`src/rtl/gf2m_pb_pkg.sv`:
```
package gf2m_pb_pkg;

    localparam int GF_MAX_M = 32;

    typedef logic [GF_MAX_M-1:0] gf_word_t;

    // Mask keeping the low m coefficient positions
    function automatic gf_word_t gf_mask(int unsigned m);
        gf_word_t msk;
        msk = '0;
        for (int i = 0; i < GF_MAX_M; i++) begin
            if (i < m) msk[i] = 1'b1;
        end
        return msk;
    endfunction

    // Fold row k: x^(m+k) reduced modulo x^m + poly_low
    function automatic gf_word_t gf_fold_row(int unsigned m, gf_word_t poly_low, int unsigned k);
        gf_word_t row;
        gf_word_t msk;
        logic     top;
        msk = gf_mask(m);
        row = poly_low & msk;
        for (int unsigned s = 0; s < k; s++) begin
            top = row[m-1];
            row = (row << 1) & msk;
            if (top) row = row ^ (poly_low & msk);
        end
        return row;
    endfunction

endpackage

```
`src/rtl/gf2m_low_net.sv`:
```
module gf2m_low_net #(
    parameter int M = 8
) (
    input  logic [M-1:0] a_vec,
    input  logic [M-1:0] b_vec,
    output logic [M-1:0] lo_vec
);
    // lo_vec[k] = XOR of a[i]&b[k-i], i = 0..k  (lower-triangular product)
    for (genvar k = 0; k < M; k++) begin : g_lo
        always_comb begin
            lo_vec[k] = 1'b0;
            for (int i = 0; i <= k; i++) begin
                lo_vec[k] = lo_vec[k] ^ (a_vec[i] & b_vec[k-i]);
            end
        end
    end
endmodule

```
`src/rtl/gf2m_high_net.sv`:
```
module gf2m_high_net #(
    parameter int M = 8
) (
    input  logic [M-1:0] a_vec,
    input  logic [M-1:0] b_vec,
    output logic [M-2:0] hi_vec
);
    // hi_vec[k] = XOR of a[i]&b[M+k-i], i = k+1..M-1  (upper-triangular product)
    for (genvar k = 0; k < M - 1; k++) begin : g_hi
        always_comb begin
            hi_vec[k] = 1'b0;
            for (int i = k + 1; i < M; i++) begin
                hi_vec[k] = hi_vec[k] ^ (a_vec[i] & b_vec[M+k-i]);
            end
        end
    end
endmodule

```
`src/rtl/gf2m_fold.sv`:
```
module gf2m_fold
    import gf2m_pb_pkg::*;
#(
    parameter int           M    = 8,
    parameter logic [M-1:0] POLY = 8'h1B
) (
    input  logic [M-1:0] lo_vec,
    input  logic [M-2:0] hi_vec,
    output logic [M-1:0] res_vec
);
    localparam gf_word_t POLY_W = gf_word_t'(POLY);

    // Column j of the fold matrix: which high coefficients land on x^j
    function automatic logic [M-2:0] fold_column(int unsigned j);
        logic [M-2:0] col;
        gf_word_t     row;
        for (int unsigned k = 0; k < M - 1; k++) begin
            row    = gf_fold_row(M, POLY_W, k);
            col[k] = row[j];
        end
        return col;
    endfunction

    for (genvar j = 0; j < M; j++) begin : g_col
        localparam logic [M-2:0] COL = fold_column(j);
        assign res_vec[j] = lo_vec[j] ^ (^(hi_vec & COL));
    end
endmodule

```
`src/rtl/gf2m_out_stage.sv`:
```
module gf2m_out_stage #(
    parameter int M       = 8,
    parameter bit OUT_REG = 1'b1
) (
    input  logic         clk,
    input  logic         rst_n,
    input  logic         in_valid,
    input  logic [M-1:0] res_vec,
    output logic         out_valid,
    output logic [M-1:0] prod
);
    if (OUT_REG) begin : g_reg
        always_ff @(posedge clk or negedge rst_n) begin
            if (!rst_n) begin
                out_valid <= 1'b0;
                prod      <= '0;
            end else begin
                out_valid <= in_valid;
                if (in_valid) prod <= res_vec;
            end
        end
    end else begin : g_wire
        assign out_valid = in_valid;
        assign prod      = res_vec;
    end
endmodule

```
`src/rtl/gf2m_pb_mult.sv`:
```
module gf2m_pb_mult #(
    parameter int           M       = 8,
    parameter logic [M-1:0] POLY    = 8'h1B,
    parameter bit           OUT_REG = 1'b1
) (
    input  logic         clk,
    input  logic         rst_n,
    input  logic         in_valid,
    input  logic [M-1:0] a_op,
    input  logic [M-1:0] b_op,
    output logic         out_valid,
    output logic [M-1:0] prod
);
    logic [M-1:0] lo_vec;
    logic [M-2:0] hi_vec;
    logic [M-1:0] res_vec;

    gf2m_low_net #(.M(M)) u_low (
        .a_vec  (a_op),
        .b_vec  (b_op),
        .lo_vec (lo_vec)
    );

    gf2m_high_net #(.M(M)) u_high (
        .a_vec  (a_op),
        .b_vec  (b_op),
        .hi_vec (hi_vec)
    );

    gf2m_fold #(.M(M), .POLY(POLY)) u_fold (
        .lo_vec  (lo_vec),
        .hi_vec  (hi_vec),
        .res_vec (res_vec)
    );

    gf2m_out_stage #(.M(M), .OUT_REG(OUT_REG)) u_out (
        .clk       (clk),
        .rst_n     (rst_n),
        .in_valid  (in_valid),
        .res_vec   (res_vec),
        .out_valid (out_valid),
        .prod      (prod)
    );
endmodule

```
`config.mk`:
```
export PLATFORM = sky130hd
export DESIGN_NAME = gf2m_pb_mult
export DESIGN_NICKNAME = d
export VERILOG_FILES = /design/src/rtl/gf2m_pb_pkg.sv /design/src/rtl/gf2m_low_net.sv /design/src/rtl/gf2m_high_net.sv /design/src/rtl/gf2m_fold.sv /design/src/rtl/gf2m_out_stage.sv /design/src/rtl/gf2m_pb_mult.sv
export SDC_FILE = /design/constraint.sdc
export NUM_CORES = 1
export LEC_CHECK = 0
export BUFFER_PORTS_ARGS = -buffer_cell sky130_fd_sc_hd__buf_4
export CORE_AREA = 2 2 56 58
export CTS_CLUSTER_DIAMETER = 60
export CTS_CLUSTER_SIZE = 40
export DETAILED_ROUTE_END_ITERATION = 16
export DIE_AREA = 0 0 58 60
export GPL_ROUTABILITY_DRIVEN = 0
export GPL_TIMING_DRIVEN = 1
export PLACE_DENSITY = 0.77
export SLEW_MARGIN = 20
export SYNTH_ARGS = -nofsm -noshare
export SYNTH_HDL_FRONTEND = slang
export SYNTH_SLANG_ARGS = --single-unit
```
`constraint.sdc`:
```
create_clock -name clk -period 0.8 [get_ports clk]
set_clock_uncertainty 0.05 [all_clocks]
set_input_delay 0.12 -clock clk [delete_from_list [all_inputs] [get_ports clk]]
set_output_delay 0.12 -clock clk [all_outputs]
set_load 0.005 [all_outputs]
```
==> flow_summary.html <==
<table>
<tr><th>Metric</th><th>Value</th></tr>
<tr><th colspan="2">Route</th></tr>
<tr><td>Highest metal layer with signal wires</td><td>met4</td></tr>
<tr><td>Drc violations</td><td>0</td></tr>
<tr><td>Met2 routed wirelength</td><td>2.02 mm</td></tr>
<tr><td>Number of nets still failing antenna checks after routing</td><td>0</td></tr>
<tr><td>Length of the first detailed-routing pass in iterations</td><td>4</td></tr>
<tr><td>WL/cell</td><td>15.1 um</td></tr>
<tr><td>Detailed Route Iter0 Violations</td><td>27</td></tr>
<tr><td>Met3 wire length</td><td>181 um</td></tr>
<tr><td>Mean number of vias per cell</td><td>5.01</td></tr>
<tr><td>Vias after detailed routing</td><td>1262</td></tr>
<tr><td>Routed metal-1 wire length</td><td>1.55 mm</td></tr>
<tr><td>Routed wire length</td><td>3.80 mm</td></tr>
<tr><th colspan="2">Yosys</th></tr>
<tr><td>Number of nets produced by synthesis</td><td>183</td></tr>
<tr><td>Cell type with the highest aggregate area in the netlist</td><td>sky130_fd_sc_hd__xnor2_1</td></tr>
<tr><td>Fraction of synthesized cell area taken by the top area cell type</td><td>23.7%</td></tr>
<tr><td>Number of warnings reported in the yosys synthesis log</td><td>0</td></tr>
<tr><td>Per-instance average area after synthesis</td><td>8.34 um^2</td></tr>
<tr><td>Synth unique cells</td><td>17</td></tr>
<tr><td>Leading post-synthesis cells by cell area</td><td>sky130_fd_sc_hd__xnor2_1 (24%), sky130_fd_sc_hd__nand2_1 (17%), sky130_fd_sc_hd__dfrtp_1 (16%), sky130_fd_sc_hd__xnor3_1 (15%), sky130_fd_sc_hd__xor2_1 (8.3%)</td></tr>
<tr><td>Count of state elements after synthesis</td><td>9</td></tr>
<tr><td>Number of standard cells after synthesis</td><td>164</td></tr>
<tr><td>Register area share after synthesis</td><td>16.5%</td></tr>
<tr><td>Combined area of all synthesized cells</td><td>1370 um^2</td></tr>
<tr><th colspan="2">Global route</th></tr>
<tr><td>Maximum number of pins on one net before global-route repair</td><td>10</td></tr>
<tr><td>Via count of the first global-routing pass</td><td>1236</td></tr>
<tr><td>GR Overflow Total</td><td>0</td></tr>
<tr><td>Initial antenna violation count</td><td>0</td></tr>
<tr><td>Global-route wire length before repair</td><td>5.85 mm</td></tr>
<tr><td>Overall track demand over capacity in global routing</td><td>22.9%</td></tr>
<tr><th colspan="2">Worst setup path</th></tr>
<tr><td>Delay-heaviest family, CP</td><td>XOR/XNOR gates</td></tr>
<tr><td>Critical R2R Launch</td><td>u_out.prod[3]</td></tr>
<tr><td>Data arrival, critical path</td><td>1800 ps</td></tr>
<tr><td>Buf+Inv Stages, Crit Path</td><td>1</td></tr>
<tr><td>Worst r2r dst</td><td>u_out.prod[3]</td></tr>
<tr><td>Maximum fanout along the worst path</td><td>4</td></tr>
<tr><td>Largest stage delay on the critical path</td><td>440 ps</td></tr>
<tr><td>Critical path type</td><td>input pin to flop</td></tr>
<tr><td>Logic depth of the worst register-to-register path</td><td>2</td></tr>
<tr><td>Crit start category</td><td>input pin</td></tr>
<tr><td>Cell with the biggest individual delay on the critical path</td><td>sky130_fd_sc_hd__xnor3_1</td></tr>
<tr><td>Register-to-register setup slack</td><td>-150 ps</td></tr>
<tr><td>Capturing element type of the critical path</td><td>flop</td></tr>
<tr><td>CP Cell Sequence</td><td>buf_8 &gt; nand2_2 &gt; xnor3_1 &gt; xnor2_2 &gt; xnor2_2 &gt; xnor3_1 &gt; mux2_4</td></tr>
<tr><td>Required arrival time at the worst endpoint</td><td>910 ps</td></tr>
<tr><th colspan="2">Placement</th></tr>
<tr><td>Pre-CTS setup slack</td><td>-1240 ps</td></tr>
<tr><td>Detailed placer's ending HPWL</td><td>2.79 mm</td></tr>
<tr><td>Port-buffer cells</td><td>27</td></tr>
<tr><th colspan="2">Die</th></tr>
<tr><td>Starting utilization of the core area</td><td>47.1%</td></tr>
<tr><td>Total core area</td><td>2900 um^2</td></tr>
<tr><td>Num rows</td><td>20</td></tr>
<tr><td>Die Span X</td><td>58 um</td></tr>
<tr><td>Die area</td><td>3480 um^2</td></tr>
<tr><td>Number of top-level pins</td><td>28</td></tr>
<tr><td>Overall die height</td><td>60 um</td></tr>
<tr><th colspan="2">STA</th></tr>
<tr><td>Final critical path time including I/O delays and setup</td><td>1700 ps</td></tr>
<tr><td>Final Hold Fails</td><td>0</td></tr>
<tr><td>Period utilisation layout</td><td>212%</td></tr>
<tr><td>Worst slew margin relative to its limit</td><td>73.5%</td></tr>
<tr><td>Highest Clock Rate</td><td>589 MHz</td></tr>
<tr><td>RSZ-0062 raised after global routing</td><td>yes</td></tr>
<tr><td>Least setup slack across all paths after layout</td><td>-899 ps</td></tr>
<tr><td>Least-Margin Pin Slew</td><td>395 ps</td></tr>
<tr><td>Slew Limit Fails</td><td>0</td></tr>
<tr><td>Tightest hold margin</td><td>86.6 ps</td></tr>
<tr><td>Setup Viol. Count Final</td><td>17</td></tr>
<tr><td>Total negative setup slack</td><td>-7490 ps</td></tr>
<tr><th colspan="2">Power and ir drop</th></tr>
<tr><td>Leakage</td><td>1.08 nW</td></tr>
<tr><td>Total power density per cell area</td><td>2110 nW/um^2</td></tr>
<tr><td>Maximum vdd ir drop</td><td>1.96 mV</td></tr>
<tr><th colspan="2">Worst hold path</th></tr>
<tr><td>Worst hold-check path type</td><td>input pin to flop</td></tr>
<tr><td>Number of cells traversed by the worst hold path</td><td>2</td></tr>
<tr><td>Min-Delay Endpoint</td><td>u_out.prod[5]</td></tr>
<tr><td>Min-Delay Startpoint</td><td>in_valid</td></tr>
<tr><th colspan="2">Clock tree</th></tr>
<tr><td>Clock latency on the worst-skew pair</td><td>270 ps</td></tr>
<tr><td>Maximum level of the CTS H-tree</td><td>1</td></tr>
<tr><td>Clock buffer depth</td><td>2</td></tr>
<tr><td>Worst-path clk slew</td><td>60 ps</td></tr>
<tr><td>TritonCTS clock tree</td><td>yes</td></tr>
<tr><td>Cell chosen for the clock root</td><td>sky130_fd_sc_hd__clkbuf_4</td></tr>
<tr><td>Clock tree sinks</td><td>9</td></tr>
<tr><td>CTS buffer count</td><td>3</td></tr>
<tr><th colspan="2">Final layout</th></tr>
<tr><td>Utilization after layout</td><td>74.3%</td></tr>
<tr><td>Layout Nets</td><td>239</td></tr>
<tr><td>Area delta synth-&gt;final</td><td>57.6%</td></tr>
<tr><td>Fill cell count</td><td>177</td></tr>
<tr><td>Share of cells above drive strength 1</td><td>48.9%</td></tr>
<tr><td>Number of inserted diodes</td><td>0</td></tr>
<tr><th colspan="2">Run</th></tr>
<tr><td>Maximum capacitance violations</td><td>0</td></tr>
<tr><th colspan="2">Run status</th></tr>
<tr><td>Run status</td><td>complete, but fails checks</td></tr>
<tr><td>Violated checks</td><td>negative setup slack</td></tr>
</table>
==> repair_timing <==
action / 4_1_cts / 5_1_grt
resized for setup: 32 / 17
hold buffers: 1 / 0
hold endpoints to repair: 9 / 0
pin swaps: 19 / 11
buffers inserted: 6 / 2
endpoints found under the setup margin: 17 / 17
==> through the flow <==
step / total power [mW] / instances / area (um^2)
floorplan: 2.57 / 164 / 1520
global placement: 3.36 / 240 / 1840
detailed placement: 3.47 / 240 / 1840
CTS: 4.32 / 250 / 2040
global route: 4.83 / 252 / 2160
finish: 4.56 / 252 / 2160
==> layout by cell type (no fill, tap or decap), drive strengths merged <==
cell / n
xor2: 14
mux2: 5
nand2: 64
clkbuf: 4
xnor3: 10
buf: 67
dfrtp: 9
dlygate4sd3: 1
a21oi: 3
xnor2: 39
nor2: 3
==> worst max path at each step <==
stage               cells after the start       endpoint  startpoint  slack [ps]
global placement                        7  u_out.prod[3]     a_op[5]       -1130
floorplan                               7  u_out.prod[3]     b_op[3]       -1130
finish                                  7  u_out.prod[3]     b_op[4]        -900
CTS                                     7  u_out.prod[3]     b_op[4]        -890
detailed placement                      7  u_out.prod[3]     a_op[5]       -1240
global route                            7  u_out.prod[3]     b_op[4]        -920
==> sequential cells by signal (all words and copies together) (netlist names) <==
name             flops
u_out.out_valid      1
u_out.prod           8
==> cell families (layout without fill, tap and decap cells) <==
| family | after synthesis | count (layout) | share of synthesized area [%] |
|---|---|---|---|
| buf+inv | 17 | 72 | 6.31 |
| simple gates | 67 | 67 | 18.8 |
| compound gates | 3 | 3 | 1.10 |
| xor+xnor | 63 | 63 | 53.0 |
| mux | 5 | 5 | 4.39 |
| flops | 9 | 9 | 16.5 |
==> where the power goes <==
group	switching, mW	total [mW]	leakage [nW]	internal, mW
sequential	0.161	0.834	0.104	0.673
combinational	1.20	3.36	0.958	2.16
clock	0.172	0.365	0.0150	0.193
==> layer usage <==
metal | global-route usage, % | vias to the layer above
met4 | 4.32 | 0
met3 | 3.46 | 7
met5 | 0 | -
li1 | - | 605
met2 | 41.4 | 44
met1 | 29.0 | 606
==> cell type report <==
class / instances / area, um^2 / area share, %
sequential: 9 / 225 / 10.4
clock buffer: 4 / 26.3 / 1.22
multi-input combinational: 138 / 1250 / 58.1
timing repair buffer: 68 / 611 / 28.3
tap: 33 / 41.3 / 1.92
==> synth_stat cells, drive strengths merged <==
library cell and n:
nand2 64, xnor2 39, xor2 14, xnor3 10, clkbuf 9, dfrtp 9, buf 8, mux2 5
a21oi 3, nor2 3
Note: power is estimated with default switching activity, not from simulation.
